==> config.mk <==
export PLATFORM = sky130hd
export DESIGN_NAME = pcie_irq_decode
export DESIGN_NICKNAME = d
export VERILOG_FILES = /design/src/rtl/pcie_irq_decode.sv
export SDC_FILE = /design/constraint.sdc
export NUM_CORES = 1
export LEC_CHECK = 0
export BUFFER_PORTS_ARGS = -buffer_cell sky130_fd_sc_hd__buf_2
export CORE_UTILIZATION = 42
export CTS_CLUSTER_DIAMETER = 200
export DETAILED_ROUTE_END_ITERATION = 10
export GPL_ROUTABILITY_DRIVEN = 1
export PLACE_DENSITY = 0.76
export SETUP_SLACK_MARGIN = 0.3
export SLEW_MARGIN = 20
export SYNTH_ARGS = -nofsm -noshare
export SYNTH_HDL_FRONTEND = slang
export SYNTH_SLANG_ARGS = --single-unit
==> constraint.sdc <==
create_clock -name clk -period 1.3 [get_ports clk]
set_clock_uncertainty 0.1 [all_clocks]
set_input_delay 0 -clock clk [delete_from_list [all_inputs] [get_ports clk]]
set_output_delay 0 -clock clk [all_outputs]
set_load 0.02 [all_outputs]
==> src/rtl/pcie_irq_decode.sv <==
module pcie_irq_decode #(
  parameter int          AW        = 12,
  parameter int          DW        = 32,
  parameter logic [AW-1:0] DEC_OFS = 12'h138,
  parameter logic [AW-1:0] MSK_OFS = 12'h13C,
  parameter logic [DW-1:0] IMPL    = 32'h1FF3_0FED
) (
  input  logic          clk,
  input  logic          rst_n,
  input  logic [DW-1:0] evt_i,
  input  logic          reg_wr_i,
  input  logic [AW-1:0] reg_addr_i,
  input  logic [DW-1:0] reg_wdata_i,
  output logic [DW-1:0] reg_rdata_o,
  output logic          irq_o
);

  logic [DW-1:0] dec_q, msk_q;
  logic          wr_dec, wr_msk;
  logic [DW-1:0] clr_bits, set_bits;

  assign wr_dec   = reg_wr_i && (reg_addr_i == DEC_OFS);
  assign wr_msk   = reg_wr_i && (reg_addr_i == MSK_OFS);
  assign clr_bits = wr_dec ? reg_wdata_i : '0;
  assign set_bits = evt_i & IMPL;

  always_ff @(posedge clk) begin
    if (!rst_n) begin
      dec_q <= '0;
      msk_q <= '0;
    end else begin
      dec_q <= (dec_q & ~clr_bits) | set_bits;
      if (wr_msk) msk_q <= reg_wdata_i & IMPL;
    end
  end

  always_comb begin
    reg_rdata_o = '0;
    if (reg_addr_i == DEC_OFS)      reg_rdata_o = dec_q;
    else if (reg_addr_i == MSK_OFS) reg_rdata_o = msk_q;
  end

  assign irq_o = |(dec_q & msk_q);


  event_sticky_chk: assert property (@(posedge clk) disable iff (!rst_n)
    $past(rst_n) |-> ((dec_q & $past(set_bits)) == $past(set_bits)));


  w1c_clear_chk: assert property (@(posedge clk) disable iff (!rst_n)
    $past(rst_n) |-> ((dec_q & $past(clr_bits & ~evt_i)) == '0));


  hold_unwritten_chk: assert property (@(posedge clk) disable iff (!rst_n)
    $past(rst_n) |-> (((dec_q ^ $past(dec_q)) & ~$past(clr_bits | evt_i)) == '0));


  mask_hold_chk: assert property (@(posedge clk) disable iff (!rst_n)
    ($past(rst_n) && !$past(wr_msk)) |-> (msk_q == $past(msk_q)));


  unimpl_zero_chk: assert property (@(posedge clk) disable iff (!rst_n)
    ((reg_rdata_o & ~IMPL) == '0));

endmodule

== After elaboration in Yosys (flattened, before gate mapping) ==
Index checks and enable logic that the tools add are counted.

* Flip-flop bits (word level): 53
* Bits of input ports: 79
* Output and inout port bits: 33
* Word-level logic and storage cells: 14

* Equal/unequal tests: 2
* Multiplexer cells: 3
* Bitwise logic cells: 4
* Reductions and logical operators: 3

{| class="wikitable"
|+ Operator list
! kind !! number
|-
| $mux W32 || 2
|-
| $and A32 B29 Y32 || 1
|-
| $and A32 B32 Y32 || 1
|-
| $not A32 Y32 || 1
|-
| $or A32 B29 Y32 || 1
|-
| $reduce_or A32 Y1 || 1
|-
| $mux W29 || 1
|-
| $eq A12 B9 Y1 const B || 2
|-
| $logic_and A1 B1 Y1 || 2
|}

== Longest topological paths before layout ==
Gate-level depths: netlist of the first run.

* Depth in word-level cells: 6
* Gate-level depth with buffers: 4
* Depth with buffers taken out: 3

== Worst setup path before layout of the first run ==
OpenSTA, ideal clock, no wires.

* Path type: input to register
* Start point: input port reg_addr_i[1]
* End point: register msk_q[10]
* Library setup time: 0.072 ns
* Arrival: 1.109 ns
* Data required time: 1.128 ns
* Slack: 0.019 ns
* Cell stages on the path: 4
* Path buffers: 1
* Path through: or3_4 > nor4_4 > buf_6 > mux2i_1

* Cells in the longest elaborated chain, start to end: 2

{| class="wikitable"
|+ RTL lines
! what !! RTL line !! text
|-
| start, declared || 12 || <nowiki>input logic [AW-1:0] reg_addr_i,</nowiki>
|-
| $eq A12 B9 Y1 || 23 || <nowiki>assign wr_msk = reg_wr_i && (reg_addr_i == MSK_OFS);</nowiki>
|-
| $logic_and A1 B1 Y1 || 23 ||
|-
| end signal, assigned || 33 || <nowiki>if (wr_msk) msk_q <= reg_wdata_i & IMPL;</nowiki>
|-
| end, declared || 18 || <nowiki>logic [DW-1:0] dec_q, msk_q;</nowiki>
|}

No other way between the ends.
A chain may end at the register's enable or synchronous reset.

== Final worst setup path of the first run ==
* Start point: register dec_q[22]
* End point: output port irq_o

* Cells in the longest elaborated chain, start to end: 2

{| class="wikitable"
|+ RTL lines
! what !! RTL line !! text
|-
| start, declared || 18 ||
|-
| start signal, assigned || 32 || <nowiki>dec_q <= (dec_q & ~clr_bits) | set_bits;</nowiki>
|-
| $and A32 B29 Y32 || 43 || <nowiki>assign irq_o = |(dec_q & msk_q);</nowiki>
|-
| $reduce_or A32 Y1 || 43 ||
|-
| end, declared || 15 || <nowiki>output logic irq_o</nowiki>
|}

No other way between the ends.

==> out/metrics.csv, run 1 <==
stage;metric;value;unit
status;run_status;finished with violations;
status;violations;negative setup slack;
yosys;synthSimpleGateAreaFrac;0.1814;
clock_tree;clock-sinks;53;
yosys;async_flop_share;0;
finish;area_growth;94.46;%
route;wl_per_cell;18.57;um
worst_setup_path;crit_end;irq_o;
worst_setup_path;cp.arrival;1.63;ns
floorplan;dieArea;6121;sq um
grt;grt_max_degree;39;
yosys;synth_area_leaders;dfxtp_1, mux2i_1, nand2_1, a22o_1, a31oi_1;
grt;antenna_found_initial;0;
yosys;synth.cell_area;2441;sq um
yosys;synth.area.mux_share;0.08611;
grt;track_usage;0.3112;
floorplan;num_rows;27;
floorplan;dieHeight;78.24;um
worst_setup_path;r2r-start;dec_q[7];
yosys;yosys.area_share.xor_xnor;0;
clock_tree;cts_tree;yes;
pwr;power_density;709.0;nW/um^2
clock_tree;path_clk_slew;0.11;ns
yosys;ys_warn_count;0;
hold_path;hold_path_class;in2reg;
clock_tree;clk_latency;0.30;ns
yosys;yosysSeqAreaShare;0.4346;
sta;slew_headroom;0.7260;
yosys;netlist_top_cells_count;nand2_1, dfxtp_1, inv_1;
sta;fmax;0.5775;GHz
hold_path;hold_start;rst_n;
yosys;syn_avg_cell_area;8.877;sq um
pwr;vdd_drop_max;0.5572;mV
worst_setup_path;rr_worst_depth;3;
yosys;synth_top_area_share;0.4346;
worst_setup_path;cp_max_fo;2;
route;vias_per_cell;5.485;
yosys;synth_cell_type_count;22;
clock_tree;cts_made_buffers;5;
sta;finalCriticalPeriod;1.732;ns
worst_setup_path;cp-start-kind;flip-flop;
yosys;synth_cells;275;
worst_setup_path;r2r_setup_slack;0.23;ns
sta;rsz0062_at_grt;yes;
finish;antenna_cells;0;
floorplan;die_w;78.24;um
sta;final_critical_path_setup_slack;-0.4316;ns
worst_setup_path;r2r-end;dec_q[7];
grt;grt_pass1_wl;14.72;mm
flow_run;cap_violations;0;
yosys;synth_compound_area_frac;0.2266;
floorplan;initial_core_util;0.4406;
placed_design;port_buffers;100;
grt;grt_pass1_vias;3008;
yosys;synth_top_family_by_area;compound AO/OA/AOI/OAI gates;
finish;finish.net_count;550;
finish;drive_gt1_frac;0.4301;
yosys;synth_edf_count;0;
clock_tree;clk_path_buf_depth;2;
yosys;synth_fa_ha_area_frac;0;
worst_setup_path;end_kind;output port;
yosys;syn_nets;354;
floorplan;pin_count;112;
finish;multiInputGateArea;1424;sq um
placed_design;pre_cts_ws;-0.1355;ns
clock_tree;cts-htree-levels;2;
yosys;ys_seq_elements;53;
finish;seqCellArea;1064;sq um
floorplan;core_area;5540;sq um
route;vias;2984;
sta;hold-worst-slack;0.04375;ns
pwr;p_leak;0.002072;uW
route;route.detailed.drc;0;
worst_setup_path;crit_type;reg2out;
placed_design;dp_hpwl;4.283;mm
route;firstDrtPassIters;4;
placed_design;place_congestion;0.7716;
sta;setup_viol;85;
worst_setup_path;worstPathRequired;1.20;ns
pwr;power;3366;uW
yosys;synth_area_leader_cell;dfxtp_1;
finish;final_util;0.8568;
sta;min_period_over_period;1.332;
route;wirelength;10.10;mm
grt;globalRouteOverflowTotal;0;
sta;finalMaxSlewViolations;0;
worst_setup_path;crit_start;dec_q[22];
sta;setup_tns;-8.721;ns
sta;timing.final.hold_violations;0;
sta;worstMarginPinSlew;0.4067;ns
route;ant_nets;0;
yosys;synth_top_flop_cell;dfxtp_1;
yosys;post-synth-top-count-cell;nand2_1;
route;initialDrtViolationCount;167;
finish;fillers;273;
clock_tree;cts-root-buf;clkbuf_8;
==> placed cells by master (no fill, tap or decap), types with 14 or more instances in the layout <==
cell and n:
buf_2 65, nand2_1 54, dlygate4sd3_1 54, dfxtp_1 51
buf_6 49, inv_1 22, buf_4 22, o21ai_0 21
a22o_1 19, mux2i_1 19, a31oi_1 14
==> where the power goes <==
group	total [uW]	switching [uW]	internal, uW
registers	1700	34.3	1670
logic	512	219	292
clock network	1150	570	580
==> state kept, by name (all words and copies together) (netlist names) <==
| name | count |
|---|---|
| dec_q | 32 |
| msk_q | 21 |
==> layout make-up <==
| class | instances | area share |
|---|---|---|
| Timing Repair Buffer | 207 | 0.4162 |
| Multi-Input combinational cell | 182 | 0.2999 |
| Sequential cell | 53 | 0.2240 |
| Tap cell | 72 | 0.01898 |
| Inverter | 22 | 0.01740 |
| Clock buffer | 6 | 0.01529 |
| Clock inverter | 2 | 0.008171 |
==> how the worst min path moves through the flow <==
stage / endpoint / depth (start not counted)
after floorplan: dec_q[30] / 1
after global placement: dec_q[19] / 2
after detailed placement: dec_q[15] / 2
after CTS: dec_q[29] / 4
after global routing: dec_q[15] / 4
final: dec_q[30] / 4
==> worst max-delay path, stage by stage, from the launching register on <==
cell	delay (ns)
dfxtp_2	0.34
a222oi_1	0.32
nand3_1	0.13
or3_4	0.38
buf_6	0.14
==> metrics by stage <==
stage               cell area [sq um]  instances
floorplan                        2550        275
global placement                 3273        452
detailed placement               3273        452
CTS                              4584        542
global route                     4747        544
finish                           4747        544
==> metal layers <==
layer	vias up	track usage	wire length, um
li1	1363	-	-
met3	25	0.05814	648
met1	1436	0.3485	3852
met2	160	0.5737	5333
met5	-	0	0
met4	0	0.1278	268
==> logic make-up (layout without fill, tap and decap cells) <==
group,Yosys count,after routing
AO/OA/AOI/OAI,84,84
buffers and inverters,40,237
flip-flops,53,53
multiplexers,21,21
AND/OR/NAND/NOR,77,77
==> timing repair <==
item,4_1_cts,5_1_grt
endpoints found under the setup margin,82,86
gates cloned,10,1
pin swaps,10,5
hold buffers,54,0
setup buffers,18,1
resized for setup,91,20
endpoints found under the hold margin,53,0
(Power assumes the default switching activity.)
==> run 2: changes to the inputs <==
Settings changed: CELL_PAD_IN_SITES_DETAIL_PLACEMENT from default to 1, CELL_PAD_IN_SITES_GLOBAL_PLACEMENT from default to 1, CORE_UTILIZATION 42 to 30, PLACE_DENSITY 0.76 to default, PLACE_DENSITY_LB_ADDON from default to 0.1, SLEW_MARGIN 20 to 0.
==> run 2 against run 1 <==
Effect of this change:
- the flow still finishes with violations (negative setup slack)
- first-iteration DRC count shrank 40%
- cell count increased by 6.1%
- non-clock buffer count rose by 3
- maximum frequency decreased by 2.6%
- via count down 5.6%
- design area increased by 1.3%
- utilization shrank 24 points
- sequential cell count stayed put
- routed wire length shrank 0.69%
- combinational power fell by 7.8%
- setup slack got worse by 0.046 ns
==> out/metrics.csv, run 2 (same netlist as run 1, synthesis figures left out) <==
stage;metric;value;unit;change
worst_setup_path;cp-start-kind;flip-flop;;
sta;timing.final.hold_violations;0;;unchanged
finish;finish.net_count;553;;+0.55%
grt;antenna_found_initial;0;;unchanged
worst_setup_path;rr_worst_depth;3;;unchanged
status;violations;negative setup slack;;
sta;min_period_over_period;1.368;;+0.03563
placed_design;place_congestion;0.7044;;-8.7%
floorplan;num_rows;32;;+19%
finish;top_register;dec_q;;
route;firstDrtPassIters;4;;unchanged
route;wl_per_cell;17.39;um;-6.4%
sta;setup_viol;75;;-12%
route;vias_per_cell;4.880;;-11%
sta;worstMarginPinSlew;0.3939;ns;-0.01281 ns
floorplan;die_w;92.21;um;+18%
finish;final_common_cell;buf_2;;
clock_tree;cts-htree-levels;2;;unchanged
clock_tree;clock-sinks;53;;unchanged
floorplan;dieHeight;92.21;um;+18%
worst_setup_path;crit_type;reg2out;;
clock_tree;cts-root-buf;clkbuf_8;;
floorplan;core_area;7807;sq um;+41%
floorplan;initial_core_util;0.3127;;-0.1279
clock_tree;path_clk_slew;0.10;ns;about the same
flow_run;cap_violations;0;;unchanged
pwr;power_density;694.7;nW/um^2;-2.0%
worst_setup_path;critPathMaxStageDelay;0.38;ns;about the same
worst_setup_path;slowest_stage;or3_4;;
worst_setup_path;cp_max_fo;2;;unchanged
sta;final_critical_path_setup_slack;-0.4780;ns;-0.04632 ns
grt;grt_pass1_vias;3028;;+0.66%
clock_tree;clk_latency;0.31;ns;about the same
finish;reg_top3;dec_q: 32 flops, msk_q: 21 flops;;
clock_tree;clk_path_buf_depth;2;;unchanged
pwr;vdd_drop_max;0.4881;mV;-12%
finish;fillers;865;;+220%
route;route.detailed.drc;0;;unchanged
sta;rsz0062_at_grt;yes;;
clock_tree;cts_made_buffers;5;;unchanged
finish;largest_reg_flops;32;;unchanged
sta;finalCriticalPeriod;1.778;ns;+0.04632 ns
worst_setup_path;end_kind;output port;;
placed_design;port_buffers;100;;unchanged
clock_tree;cts_tree;yes;;
hold_path;hold_path_class;in2reg;;
floorplan;dieArea;8502;sq um;+39%
route;ant_nets;0;;unchanged
hold_path;hold_path_depth;4;;unchanged
route;initialDrtViolationCount;100;;-40%
status;run_status;finished with violations;;
placed_design;dp_hpwl;5.058;mm;+18%
grt;track_usage;0.2411;;-0.07015
placed_design;place_inst;487;;+7.7%
finish;final_util;0.6157;;-0.2411
finish;final_cells;577;;+6.1%
sta;slew_headroom;0.7347;;+0.008630
finish;drive_gt1_frac;0.4253;;-0.004822
pwr;p_leak;0.002093;uW;+1.0%
grt;grt_pass1_wl;15.65;mm;+6.3%
route;wirelength;10.03;mm;-0.69%
pwr;power;3339;uW;-0.78%
route;vias;2816;;-5.6%
worst_setup_path;path_cells;a222oi_1 > nand3_1 > or3_4 > buf_6;;
finish;final_cell_mix;buf_2, nand2_1, dlygate4sd3_1;;
finish;antenna_cells;0;;unchanged
worst_setup_path;worstPathRequired;1.20;ns;about the same
sta;finalMaxSlewViolations;0;;unchanged
floorplan;pin_count;112;;unchanged
finish;area_growth;96.92;%;
grt;grt_max_degree;75;;+92%
grt;globalRouteOverflowTotal;0;;unchanged
worst_setup_path;cp.arrival;1.68;ns;+0.05 ns
sta;fmax;0.5624;GHz;-2.6%
run 2: power breakdown:
group | internal [uW] | total [uW] | switching, uW
clock | 580 | 1160 | 583
sequential | 1670 | 1700 | 35.4
combinational | 269 | 472 | 203
run 2: metal layers:
metal | GRT usage | vias up | part of all wire
li1 | - | 1371 | -
met1 | 0.2792 | 1368 | 0.42
met2 | 0.4583 | 68 | 0.54
met3 | 0.04229 | 9 | 0.034
met4 | 0.04948 | 0 | 0.0089
met5 | 0 | - | 0
run 2: worst paths after layout:
check	from	endpoint	slack, ns
hold / removal	rst_n	dec_q[15]	0.11
hold reg to reg	dec_q[30]	dec_q[30]	0.35
setup / recovery	msk_q[22]	irq_o	-0.48
setup reg to reg	dec_q[22]	dec_q[22]	0.28
run 2: layout make-up:
class	instances	area, sq um	share of cell area
clock inverter	2	38.79	0.008069
sequential	53	1062	0.2210
inverter	22	82.58	0.01718
tap	102	127.6	0.02655
timing repair buffer	210	2027	0.4217
multi-input combinational	182	1396	0.2905
clock buffer	6	72.57	0.01510
run 2: critical path, delay by kind of cell (launching register included):
kind                   cells  cell delay, ns
DFF                        1            0.33
and+or+nand+nor            2            0.52
AOI/OAI and AO/OA          1            0.37
buffers and inverters      1            0.14
run 2: stage by stage:
stage                     worst slack (ns)  hold slack, ns  area [sq um]  TNS [ns]
after floorplan                    0.08265        -0.01735          2550         0
after global placement             -0.1458         0.08083          3323    -7.927
after detailed placement           -0.1509         0.08492          3323    -9.002
after CTS                          -0.5017         0.09454          4686    -5.818
after global routing               -0.5675          0.1061          4807    -11.04
final                              -0.4780          0.1050          4807    -8.707
run 2: what timing repair did:
action / CTS / global route
hold endpoints to repair: 53 / 0
gates cloned: 10 / 0
buffers inserted: 18 / 1
gates resized for setup: 102 / 19
hold buffers: 53 / 0
pin swaps: 14 / 8
setup endpoints to repair: 86 / 86
